`config.mk`:
```
export PLATFORM = sky130hd
export DESIGN_NAME = udp_hdr_insert
export DESIGN_NICKNAME = d
export VERILOG_FILES = /design/src/rtl/udp_ins_pkg.sv /design/src/rtl/udp_ins_fifo.sv /design/src/rtl/udp_ins_sum.sv /design/src/rtl/udp_ins_tx.sv /design/src/rtl/udp_hdr_insert.sv
export SDC_FILE = /design/constraint.sdc
export NUM_CORES = 1
export LEC_CHECK = 0
export ABC_AREA = 1
export BUFFER_PORTS_ARGS = -buffer_cell sky130_fd_sc_hd__buf_2
export CAP_MARGIN = 20
export CORE_MARGIN = 2
export CORE_UTILIZATION = 40
export DETAILED_ROUTE_END_ITERATION = 8
export GPL_TIMING_DRIVEN = 0
export PLACE_DENSITY_LB_ADDON = 0.2
export SYNTH_ARGS = -nofsm -noshare
export SYNTH_HDL_FRONTEND = slang
export SYNTH_SLANG_ARGS = --single-unit
```
`constraint.sdc`:
```
create_clock -name clk_i -period 23.8 [get_ports clk_i]
set_input_delay 4.76 -clock clk_i [delete_from_list [all_inputs] [get_ports clk_i]]
set_output_delay 4.76 -clock clk_i [all_outputs]
set_load 0.005 [all_outputs]
```
`src/rtl/udp_ins_pkg.sv`:
```
`timescale 1ns/1ps
package udp_ins_pkg;
  localparam int unsigned HDR_BYTES = 8;
  localparam logic [15:0] IP_PROTO_UDP = 16'd17;

  typedef struct packed {
    logic [15:0] sport;
    logic [15:0] dport;
    logic [15:0] len;
    logic [15:0] cks;
  } udp_hdr_t;
endpackage

```
`src/rtl/udp_ins_fifo.sv`:
```
`timescale 1ns/1ps
module udp_ins_fifo #(
  parameter int unsigned WIDTH = 8,
  parameter int unsigned DEPTH = 4
) (
  input  logic             clk_i,
  input  logic             rst_ni,
  input  logic             push_i,
  input  logic [WIDTH-1:0] wdata_i,
  input  logic             pop_i,
  output logic [WIDTH-1:0] rdata_o,
  output logic             empty_o,
  output logic             full_o
);
  localparam int unsigned AW = (DEPTH > 1) ? $clog2(DEPTH) : 1;

  logic [WIDTH-1:0] mem_q [DEPTH];
  logic [AW-1:0]    wptr_q, rptr_q;
  logic [AW:0]      cnt_q;

  assign empty_o = (cnt_q == '0);
  assign full_o  = (cnt_q == (AW+1)'(DEPTH));
  assign rdata_o = mem_q[rptr_q];

  always_ff @(posedge clk_i) begin
    if (push_i) mem_q[wptr_q] <= wdata_i;
  end

  always_ff @(posedge clk_i or negedge rst_ni) begin
    if (!rst_ni) begin
      wptr_q <= '0;
      rptr_q <= '0;
      cnt_q  <= '0;
    end else begin
      if (push_i) wptr_q <= (wptr_q == AW'(DEPTH-1)) ? '0 : wptr_q + 1'b1;
      if (pop_i)  rptr_q <= (rptr_q == AW'(DEPTH-1)) ? '0 : rptr_q + 1'b1;
      case ({push_i, pop_i})
        2'b10:   cnt_q <= cnt_q + 1'b1;
        2'b01:   cnt_q <= cnt_q - 1'b1;
        default: cnt_q <= cnt_q;
      endcase
    end
  end
endmodule

```
`src/rtl/udp_ins_sum.sv`:
```
`timescale 1ns/1ps
module udp_ins_sum
  import udp_ins_pkg::*;
(
  input  logic        clk_i,
  input  logic        rst_ni,
  input  logic        beat_i,
  input  logic [7:0]  byte_i,
  input  logic        last_i,
  input  logic [15:0] src_port_i,
  input  logic [15:0] dst_port_i,
  input  logic [31:0] src_ip_i,
  input  logic [31:0] dst_ip_i,
  output udp_hdr_t    hdr_o
);
  logic [31:0] acc_q, acc_n, total, f1, f2;
  logic [15:0] cnt_q, len;
  logic [15:0] cks_raw;

  // even byte index -> high half of word, odd -> low half
  always_comb begin
    acc_n = acc_q + (cnt_q[0] ? {24'h0, byte_i} : {16'h0, byte_i, 8'h0});
    len   = cnt_q + 16'd9;
    total = acc_n
          + {16'h0, src_ip_i[31:16]} + {16'h0, src_ip_i[15:0]}
          + {16'h0, dst_ip_i[31:16]} + {16'h0, dst_ip_i[15:0]}
          + {16'h0, IP_PROTO_UDP}
          + {15'h0, len, 1'b0}
          + {16'h0, src_port_i} + {16'h0, dst_port_i};
    f1      = {16'h0, total[15:0]} + {16'h0, total[31:16]};
    f2      = {16'h0, f1[15:0]} + {16'h0, f1[31:16]};
    cks_raw = ~f2[15:0];
    hdr_o.sport = src_port_i;
    hdr_o.dport = dst_port_i;
    hdr_o.len   = len;
    hdr_o.cks   = (cks_raw == 16'h0000) ? 16'hFFFF : cks_raw;
  end

  always_ff @(posedge clk_i or negedge rst_ni) begin
    if (!rst_ni) begin
      acc_q <= '0;
      cnt_q <= '0;
    end else if (beat_i) begin
      acc_q <= last_i ? '0 : acc_n;
      cnt_q <= last_i ? '0 : cnt_q + 1'b1;
    end
  end
endmodule

```
`src/rtl/udp_ins_tx.sv`:
```
`timescale 1ns/1ps
module udp_ins_tx
  import udp_ins_pkg::*;
(
  input  logic       clk_i,
  input  logic       rst_ni,
  input  udp_hdr_t   hdr_i,
  input  logic       hdr_empty_i,
  output logic       hdr_pop_o,
  input  logic [7:0] dat_i,
  input  logic       dat_last_i,
  input  logic       dat_empty_i,
  output logic       dat_pop_o,
  output logic [7:0] m_tdata_o,
  output logic       m_tvalid_o,
  output logic       m_tlast_o,
  input  logic       m_tready_i
);
  logic       in_pay_q;
  logic [2:0] idx_q;
  logic       hs;

  always_comb begin
    if (!in_pay_q) begin
      m_tvalid_o = !hdr_empty_i;
      m_tdata_o  = hdr_i[63 - 8*int'(idx_q) -: 8];
      m_tlast_o  = 1'b0;
    end else begin
      m_tvalid_o = !dat_empty_i;
      m_tdata_o  = dat_i;
      m_tlast_o  = dat_last_i;
    end
    hs        = m_tvalid_o && m_tready_i;
    hdr_pop_o = hs && !in_pay_q && (idx_q == 3'd7);
    dat_pop_o = hs && in_pay_q;
  end

  always_ff @(posedge clk_i or negedge rst_ni) begin
    if (!rst_ni) begin
      in_pay_q <= 1'b0;
      idx_q    <= '0;
    end else if (hs) begin
      if (!in_pay_q) begin
        idx_q <= idx_q + 1'b1;
        if (idx_q == 3'd7) in_pay_q <= 1'b1;
      end else if (dat_last_i) begin
        in_pay_q <= 1'b0;
      end
    end
  end
endmodule

```
`src/rtl/udp_hdr_insert.sv`:
```
`timescale 1ns/1ps
module udp_hdr_insert
  import udp_ins_pkg::*;
#(
  parameter int unsigned DATA_DEPTH = 64,
  parameter int unsigned HDR_DEPTH  = 2
) (
  input  logic        clk_i,
  input  logic        rst_ni,
  input  logic [15:0] src_port_i,
  input  logic [15:0] dst_port_i,
  input  logic [31:0] src_ip_i,
  input  logic [31:0] dst_ip_i,
  input  logic [7:0]  s_tdata_i,
  input  logic        s_tvalid_i,
  input  logic        s_tlast_i,
  output logic        s_tready_o,
  output logic [7:0]  m_tdata_o,
  output logic        m_tvalid_o,
  output logic        m_tlast_o,
  input  logic        m_tready_i
);
  localparam int unsigned HW = $bits(udp_hdr_t);

  logic     data_full, data_empty, hdr_full, hdr_empty;
  logic     beat, hdr_pop, dat_pop;
  logic [8:0] dat_rd;
  udp_hdr_t hdr_new, hdr_rd;

  assign s_tready_o = !data_full && !hdr_full;
  assign beat       = s_tvalid_i && s_tready_o;

  udp_ins_sum i_sum (
    .clk_i, .rst_ni,
    .beat_i(beat), .byte_i(s_tdata_i), .last_i(s_tlast_i),
    .src_port_i, .dst_port_i, .src_ip_i, .dst_ip_i,
    .hdr_o(hdr_new)
  );

  udp_ins_fifo #(.WIDTH(9), .DEPTH(DATA_DEPTH)) i_data_fifo (
    .clk_i, .rst_ni,
    .push_i(beat), .wdata_i({s_tlast_i, s_tdata_i}),
    .pop_i(dat_pop), .rdata_o(dat_rd),
    .empty_o(data_empty), .full_o(data_full)
  );

  udp_ins_fifo #(.WIDTH(HW), .DEPTH(HDR_DEPTH)) i_hdr_fifo (
    .clk_i, .rst_ni,
    .push_i(beat && s_tlast_i), .wdata_i(hdr_new),
    .pop_i(hdr_pop), .rdata_o(hdr_rd),
    .empty_o(hdr_empty), .full_o(hdr_full)
  );

  udp_ins_tx i_tx (
    .clk_i, .rst_ni,
    .hdr_i(hdr_rd), .hdr_empty_i(hdr_empty), .hdr_pop_o(hdr_pop),
    .dat_i(dat_rd[7:0]), .dat_last_i(dat_rd[8]), .dat_empty_i(data_empty),
    .dat_pop_o(dat_pop),
    .m_tdata_o, .m_tvalid_o, .m_tlast_o, .m_tready_i
  );
endmodule

```
## After elaboration in Yosys (flattened, before gate mapping)

Memory sizes are Yosys's and may differ from the RTL's.
Index checks and enable logic that the tools add are counted.

| operators by class | value |
|---|---|
| muxes and demuxes | 20 |
| $add $sub $neg | 23 |
| div/mod/pow operators | 0 |
| multipliers | 0 |
| equal/unequal tests | 9 |
| shift operators | 1 |
| magnitude comparators | 0 |
| bitwise logic cells | 2 |
| reductions and logical operators | 18 |

Operators with widths:

| kind | number |
|---|---|
| 32-bit by 16-bit adder with 32-bit output | 6 |
| 71-bit by 32-bit indexed part select with 8-bit output | 1 |
| 16-bit 2-to-1 mux | 3 |
| 32-bit by 17-bit adder with 32-bit output | 1 |
| 32-bit adder | 1 |
| 32-bit by 5-bit adder with 32-bit output, second input constant | 1 |
| 32-bit 2-to-1 mux | 1 |
| 16-bit by 16-bit adder with 17-bit output | 1 |
| 16-bit by 1-bit adder with 16-bit output, second input constant | 1 |
| 16-bit adder | 1 |
| 16-bit by 4-bit adder with 16-bit output, second input constant | 1 |
| 16-bit logical NOT | 1 |
| 16-bit inverter | 1 |
| 7-bit one-hot mux with 2 select lines | 1 |
| 6-bit by 1-bit adder with 6-bit output, second input constant | 2 |
| 6-bit equality test, second input constant | 2 |
| 6-bit 2-to-1 mux | 2 |
| 1-bit 2-to-1 mux | 11 |
| 8-bit 2-to-1 mux | 1 |
| 7-bit by 1-bit adder with 7-bit output, second input constant | 1 |
| 7-bit equality test, second input constant | 1 |
| 1-bit logical AND | 7 |
| 7-bit logical NOT | 1 |
| 6-bit by 6-bit subtractor with 7-bit output, first input constant | 1 |
| 14 further kinds | 23 |

| word-level totals | value |
|---|---|
| output and inout bits | 11 |
| register bits | 75 |
| bits in latches | 0 |
| word-level logic and storage cells | 85 |
| memories kept | 2 |
| ROM bits | 0 |
| memory bits (writable) | 704 |

Memories:

| name | words | width | read ports | clocked after Yosys merged registers in | write ports | RTL line | RTL |
|---|---|---|---|---|---|---|---|
| i_data_fifo.mem_q | 64 | 9 | 1 | 0 | 1 | udp_ins_fifo.sv:17 | `logic [WIDTH-1:0] mem_q [DEPTH];` |
| i_hdr_fifo.mem_q | 2 | 64 | 1 | 0 | 1 | udp_ins_fifo.sv:17 |  |

## Logic depth before layout (Yosys ltp)

| depth | value |
|---|---|
| depth in word-level cells | 15 |
| depth in mapped cells | 55 |
| mapped depth without buffers | 53 |

## Hierarchy

Synthesis repeated with hierarchy kept, for this count alone.

| unflattened totals | value |
|---|---|
| cells, all modules | 4,351 |
| area, all modules | 41,268.3 sq um |

By module, submodules not included:

| module | area an instance (sq um) | cells an instance | seq. area each (sq um) | times used |
|---|---|---|---|---|
| udp_ins_fifo (i_data_fifo) | 25,533.2 | 2,400 | 17,772.0 | 1 |
| udp_ins_sum | 9,603.0 | 1,355 | 1,201.2 | 1 |
| udp_ins_fifo (i_hdr_fifo) | 4,989.8 | 358 | 3,943.8 | 1 |
| udp_ins_tx | 1,116.1 | 233 | 100.1 | 1 |
| udp_hdr_insert | 26.3 | 5 | 0.0 | 1 |

## Worst setup path after synthesis

OpenSTA, ideal clock, no wires.

| path | value |
|---|---|
| kind | input to register |
| from | in s_tdata_i[0] |
| to | mem i_hdr_fifo.mem_q[0][10] (netlist bit) (data pin) |
| setup slack | 11.534 ns |
| stages | 44 |
| required time | 23.651 ns |
| arrival time | 12.117 ns |
| cell sequence | nand2_1 -> inv_1 -> ha_1 -> inv_1 -> fa_1 -> o21ai_1 -> xnor2_1 -> fa_1 -> inv_1 -> fa_1 -> inv_1 -> fa_1 -> inv_1 -> fa_1 -> ha_1 -> o21ai_0 -> o21ai_0 -> a21oi_1 -> [... 8 more ...] -> nand2_2 -> nand2_1 -> nand2_1 -> a21oi_1 -> o21bai_1 -> ha_1 -> ha_1 -> nand2_1 -> nor2_1 -> nand3_1 -> nor2_1 -> nand3_1 -> nor2_1 -> nand2_1 -> nor2_1 -> nand3_2 -> buf_6 -> o21bai_2 |

RTL lines:

| element | RTL line | RTL |
|---|---|---|
| from (decl) | udp_hdr_insert.sv:14 | `input logic [7:0] s_tdata_i,` |
| to (decl) | udp_ins_fifo.sv:17 |  |

==> results by group <==
Routing
  – Total iterations of the first detailed-routing run: 8
  – Wire length per cell: 25.2 um
  – Initial DRC Count: 3387
  – Number of nets with antenna violations after routing: 0
  – Number of vias in the routed layout: 28700
  – Wire length reported by the detailed router: 129000 um
  – Post-detailed-route via-to-cell ratio: 5.61
  – Number of remaining DRC errors: 0

Place
  – Port Buf Inserts: 119
  – GP Congestion: 0.940
  – Number of placed cells counting well taps: 4956
  – Estimated wirelength of the detail-placed design: 93600 um

Setup path
  – Category of the critical setup timing path: in2reg
  – Critical path peak fanout: 66
  – Type of destination of the critical path: flip-flop
  – Critical register-to-register path endpoint: i_hdr_fifo.mem_q[0][3]$_DFFE_PP_
  – Slowest CP cell: buf_4
  – R2r startpoint: i_sum.cnt_q[0]$_DFFE_PN0P_
  – Crit path largest cell delay: 0.59 ns
  – Required time of the critical path: 24.20 ns
  – Number of cells on the worst reg-to-reg path: 47
  – FF-to-FF setup slack: 13.39 ns
  – Capturing instance or port of the critical path: i_hdr_fifo.mem_q[0][3]$_DFFE_PP_
  – Worst setup path startpoint: s_tdata_i[0]
  – Critical path launch point type: input pin
  – Crit path DAT: 14.96 ns
  – Most used cell along the critical path: nand2_1

Floorplan
  – Die Y: 313 um
  – Number of placed I/O pins: 120
  – Width of the die: 313 um
  – Starting Density: 0.403
  – Row count: 113
  – Die area: 97900 sq um
  – Core outline area: 94700 sq um

Synthesis
  – Post-synth net total: 3827
  – Post-synthesis cell type count: 49
  – Average footprint of a synthesized cell: 10.8 sq um
  – Number of enable flip-flop cells after synthesis: 704
  – Share of the yosys chip area belonging to registers: 0.603
  – Most used flip-flop cell after synthesis: edfxtp_1
  – Number of register bits inferred by synthesis: 779
  – Count of synthesis-stage warnings from yosys: 0
  – Asr flop ratio synth: 0.0963
  – Area of the mapped netlist: 38200 sq um
  – Post-Syn Instances: 3528

Clocking
  – Clock Latency Late Sink: 0.67 ns
  – Number of buffers inserted to repair setup after CTS: 0
  – Maximum count of clock buffers along a single path: 3
  – Clock buffers created by TritonCTS: 86
  – Hold buffer count at cts: 0
  – Clock tree from TritonCTS: yes
  – Resized Gates After CTS: 0
  – Maximum level of the CTS H-tree: 3
  – Root buffer cell: clkbuf_16
  – Clock edge transition at the registers on the reported setup and hold paths: 0.06 ns
  – TritonCTS sink count: 779

Outcome
  – Status: completed

Global route
  – Number of antenna violations at the first check in global routing: 1
  – Vias in the first global route: 27400
  – Wire length of the first global-routing pass: 186000 um
  – GR Overflow Total: 0
  – Total routing resource utilization after global routing: 0.261
  – Maximum number of pins on one net before global-route repair: 67

Final layout
  – Final Instance Count excl. Fillers: 5119
  – Post-Route Utilization: 0.464
  – Layout overhead on the synthesized area: 15.3%
  – Number of fill cells in the layout: 8909
  – Layout cell share with drive strength beyond 1: 0.0927
  – Net total in the final layout: 4082

Timing
  – Total setup violations reported at the end of the flow: 0
  – Worst slew slack as a fraction of its limit: 0.214
  – RSZ-0062 raised after global routing: false
  – Post-layout minimum cycle time: 14.56 ns
  – Final count of pins violating max slew: 0
  – Max Clock Freq: 68.7 MHz
  – Worst slew pin tran: 1.17 ns
  – Final hold vios: 0
  – Final Cycle Share: 0.612
  – Post-Route Setup TNS: 0 ns
  – Clock skew after layout: 0.0446 ns

Flow run
  – Max-cap violations: 0

Hold path
  – Min-Delay Path Class: reg2reg
[cells in the final DEF (no fill, tap or decap), drive strengths merged, types with 2 or more instances in the layout]
master | Yosys | layout
a21boi | 3 | 3
a21o | 4 | 4
a21oi | 78 | 78
a311oi | 2 | 2
a31o | 3 | 3
a31oi | 14 | 14
and2 | 3 | 3
buf | 16 | 183
bufinv | 0 | 11
clkbuf | 141 | 252
clkinv | 7 | 33
clkinvlp | 0 | 5
dfrtp | 75 | 75
diode | 0 | 2
edfxtp | 704 | 704
fa | 97 | 97
ha | 93 | 93
inv | 305 | 309
nand2 | 447 | 447
nand3 | 158 | 158
nand3b | 2 | 2
nand4 | 38 | 38
nor2 | 569 | 569
nor3 | 22 | 22
nor3b | 2 | 2
nor4 | 8 | 8
o211ai | 21 | 21
o21a | 3 | 3
o21ai | 428 | 428
o21bai | 24 | 24
o221ai | 69 | 69
o22ai | 115 | 115
or2 | 2 | 2
xnor2 | 19 | 19
xor2 | 52 | 52
[synth_stat cells, types with 4 or more instances]
cell type	count	area share
xnor2_1	19	0.0044
a31oi_1	14	0.0023
o211ai_1	21	0.0041
clkinv_1	7	0.00069
nand2_1	436	0.043
edfxtp_1	704	0.55
buf_2	7	0.00092
o221ai_1	69	0.016
nor2_2	5	0.00082
nor2_1	562	0.055
xor2_1	52	0.012
ha_1	93	0.030
buf_1	7	0.00069
nor3_1	22	0.0029
a21oi_1	77	0.010
o21bai_1	14	0.0028
o22ai_1	115	0.019
fa_1	97	0.051
nand3_2	8	0.0021
nand3_1	150	0.020
nor4_1	8	0.0013
o21bai_2	10	0.0029
inv_2	4	0.00039
a21o_1	4	0.00079
dfrtp_1	75	0.049
o21ai_0	427	0.056
clkbuf_1	141	0.014
nand2_2	9	0.0015
inv_1	301	0.030
nand4_1	37	0.0061
[critical path, delay by kind of cell]
family / cells / cell delay, ns
AND/OR/NAND/NOR: 20 / 2.24
AO/OA/AOI/OAI: 9 / 2.45
buffers and inverters: 6 / 0.93
XOR/XNOR: 2 / 0.87
adder cells (fa/ha/maj): 10 / 3.62
[state kept, by name, indices dropped and copies added, names as in the netlist]
name,count
i_tx.idx_q,3
i_data_fifo.cnt_q,7
i_data_fifo.rptr_q,6
i_hdr_fifo.rptr_q,1
i_data_fifo.wptr_q,6
i_hdr_fifo.mem_q,128
i_sum.cnt_q,16
i_data_fifo.mem_q,576
i_hdr_fifo.wptr_q,1
i_hdr_fifo.cnt_q,2
i_sum.acc_q,32
i_tx.in_pay_q,1
[layout make-up]
type / count / area [sq um] / share of cell area
repair buffers: 167 / 1250 / 0.0284
inverters: 312 / 1170 / 0.0266
multi-input cells: 2280 / 13400 / 0.305
well taps: 1265 / 1580 / 0.0360
flip-flops and latches: 779 / 23000 / 0.523
plain buffers: 157 / 609 / 0.0138
diodes: 2 / 5.00 / 0.000114
clock inverters: 46 / 586 / 0.0133
clock buffers: 111 / 2370 / 0.0539
[cell families after synthesis]
group / synth area share
simple gates: 0.136
flops: 0.603
compound gates: 0.117
buf+inv: 0.0466
fa+ha+maj: 0.0813
xor+xnor: 0.0163
[metrics by stage]
stage | setup slack, ns | cell area [sq um] | hold WS, ns
6_report | 9.24 | 44000 | 0.486
5_1_grt | 8.63 | 44000 | 0.517
4_1_cts | 9.18 | 43900 | 0.493
3_5_place_dp | 8.54 | 41000 | 0.477
3_3_place_gp | 8.10 | 40400 | 0.472
2_1_floorplan | 11.53 | 38200 | 0.456
[worst min-delay path by stage]
stage / startpoint / endpoint / slack (ns) / cells after the start
final: i_sum.acc_q[15]$_DFFE_PN0P_ / i_sum.acc_q[15]$_DFFE_PN0P_ / 0.49 / 2
after global routing: i_sum.acc_q[11]$_DFFE_PN0P_ / i_sum.acc_q[11]$_DFFE_PN0P_ / 0.52 / 2
after floorplan: i_sum.acc_q[14]$_DFFE_PN0P_ / i_sum.acc_q[14]$_DFFE_PN0P_ / 0.46 / 2
after global placement: i_sum.acc_q[11]$_DFFE_PN0P_ / i_sum.acc_q[11]$_DFFE_PN0P_ / 0.47 / 2
after detailed placement: i_sum.acc_q[15]$_DFFE_PN0P_ / i_sum.acc_q[15]$_DFFE_PN0P_ / 0.48 / 2
after CTS: i_sum.acc_q[14]$_DFFE_PN0P_ / i_sum.acc_q[14]$_DFFE_PN0P_ / 0.49 / 2
[per-layer routing]
| metal | part of all wire | GRT usage | routed length (um) | vias to the layer above |
|---|---|---|---|---|
| li1 | - | - | - | 12900 |
| met2 | 0.47 | 0.421 | 60100 | 1308 |
| met4 | 0.051 | 0.120 | 6530 | 0 |
| met5 | 0 | 0 | 0 | - |
| met3 | 0.080 | 0.0442 | 10300 | 289 |
| met1 | 0.40 | 0.346 | 52100 | 14200 |
Power is left out: the tool's default activity adds up to more than one toggle a clock period on the data nets, which glitch-free logic cannot reach.
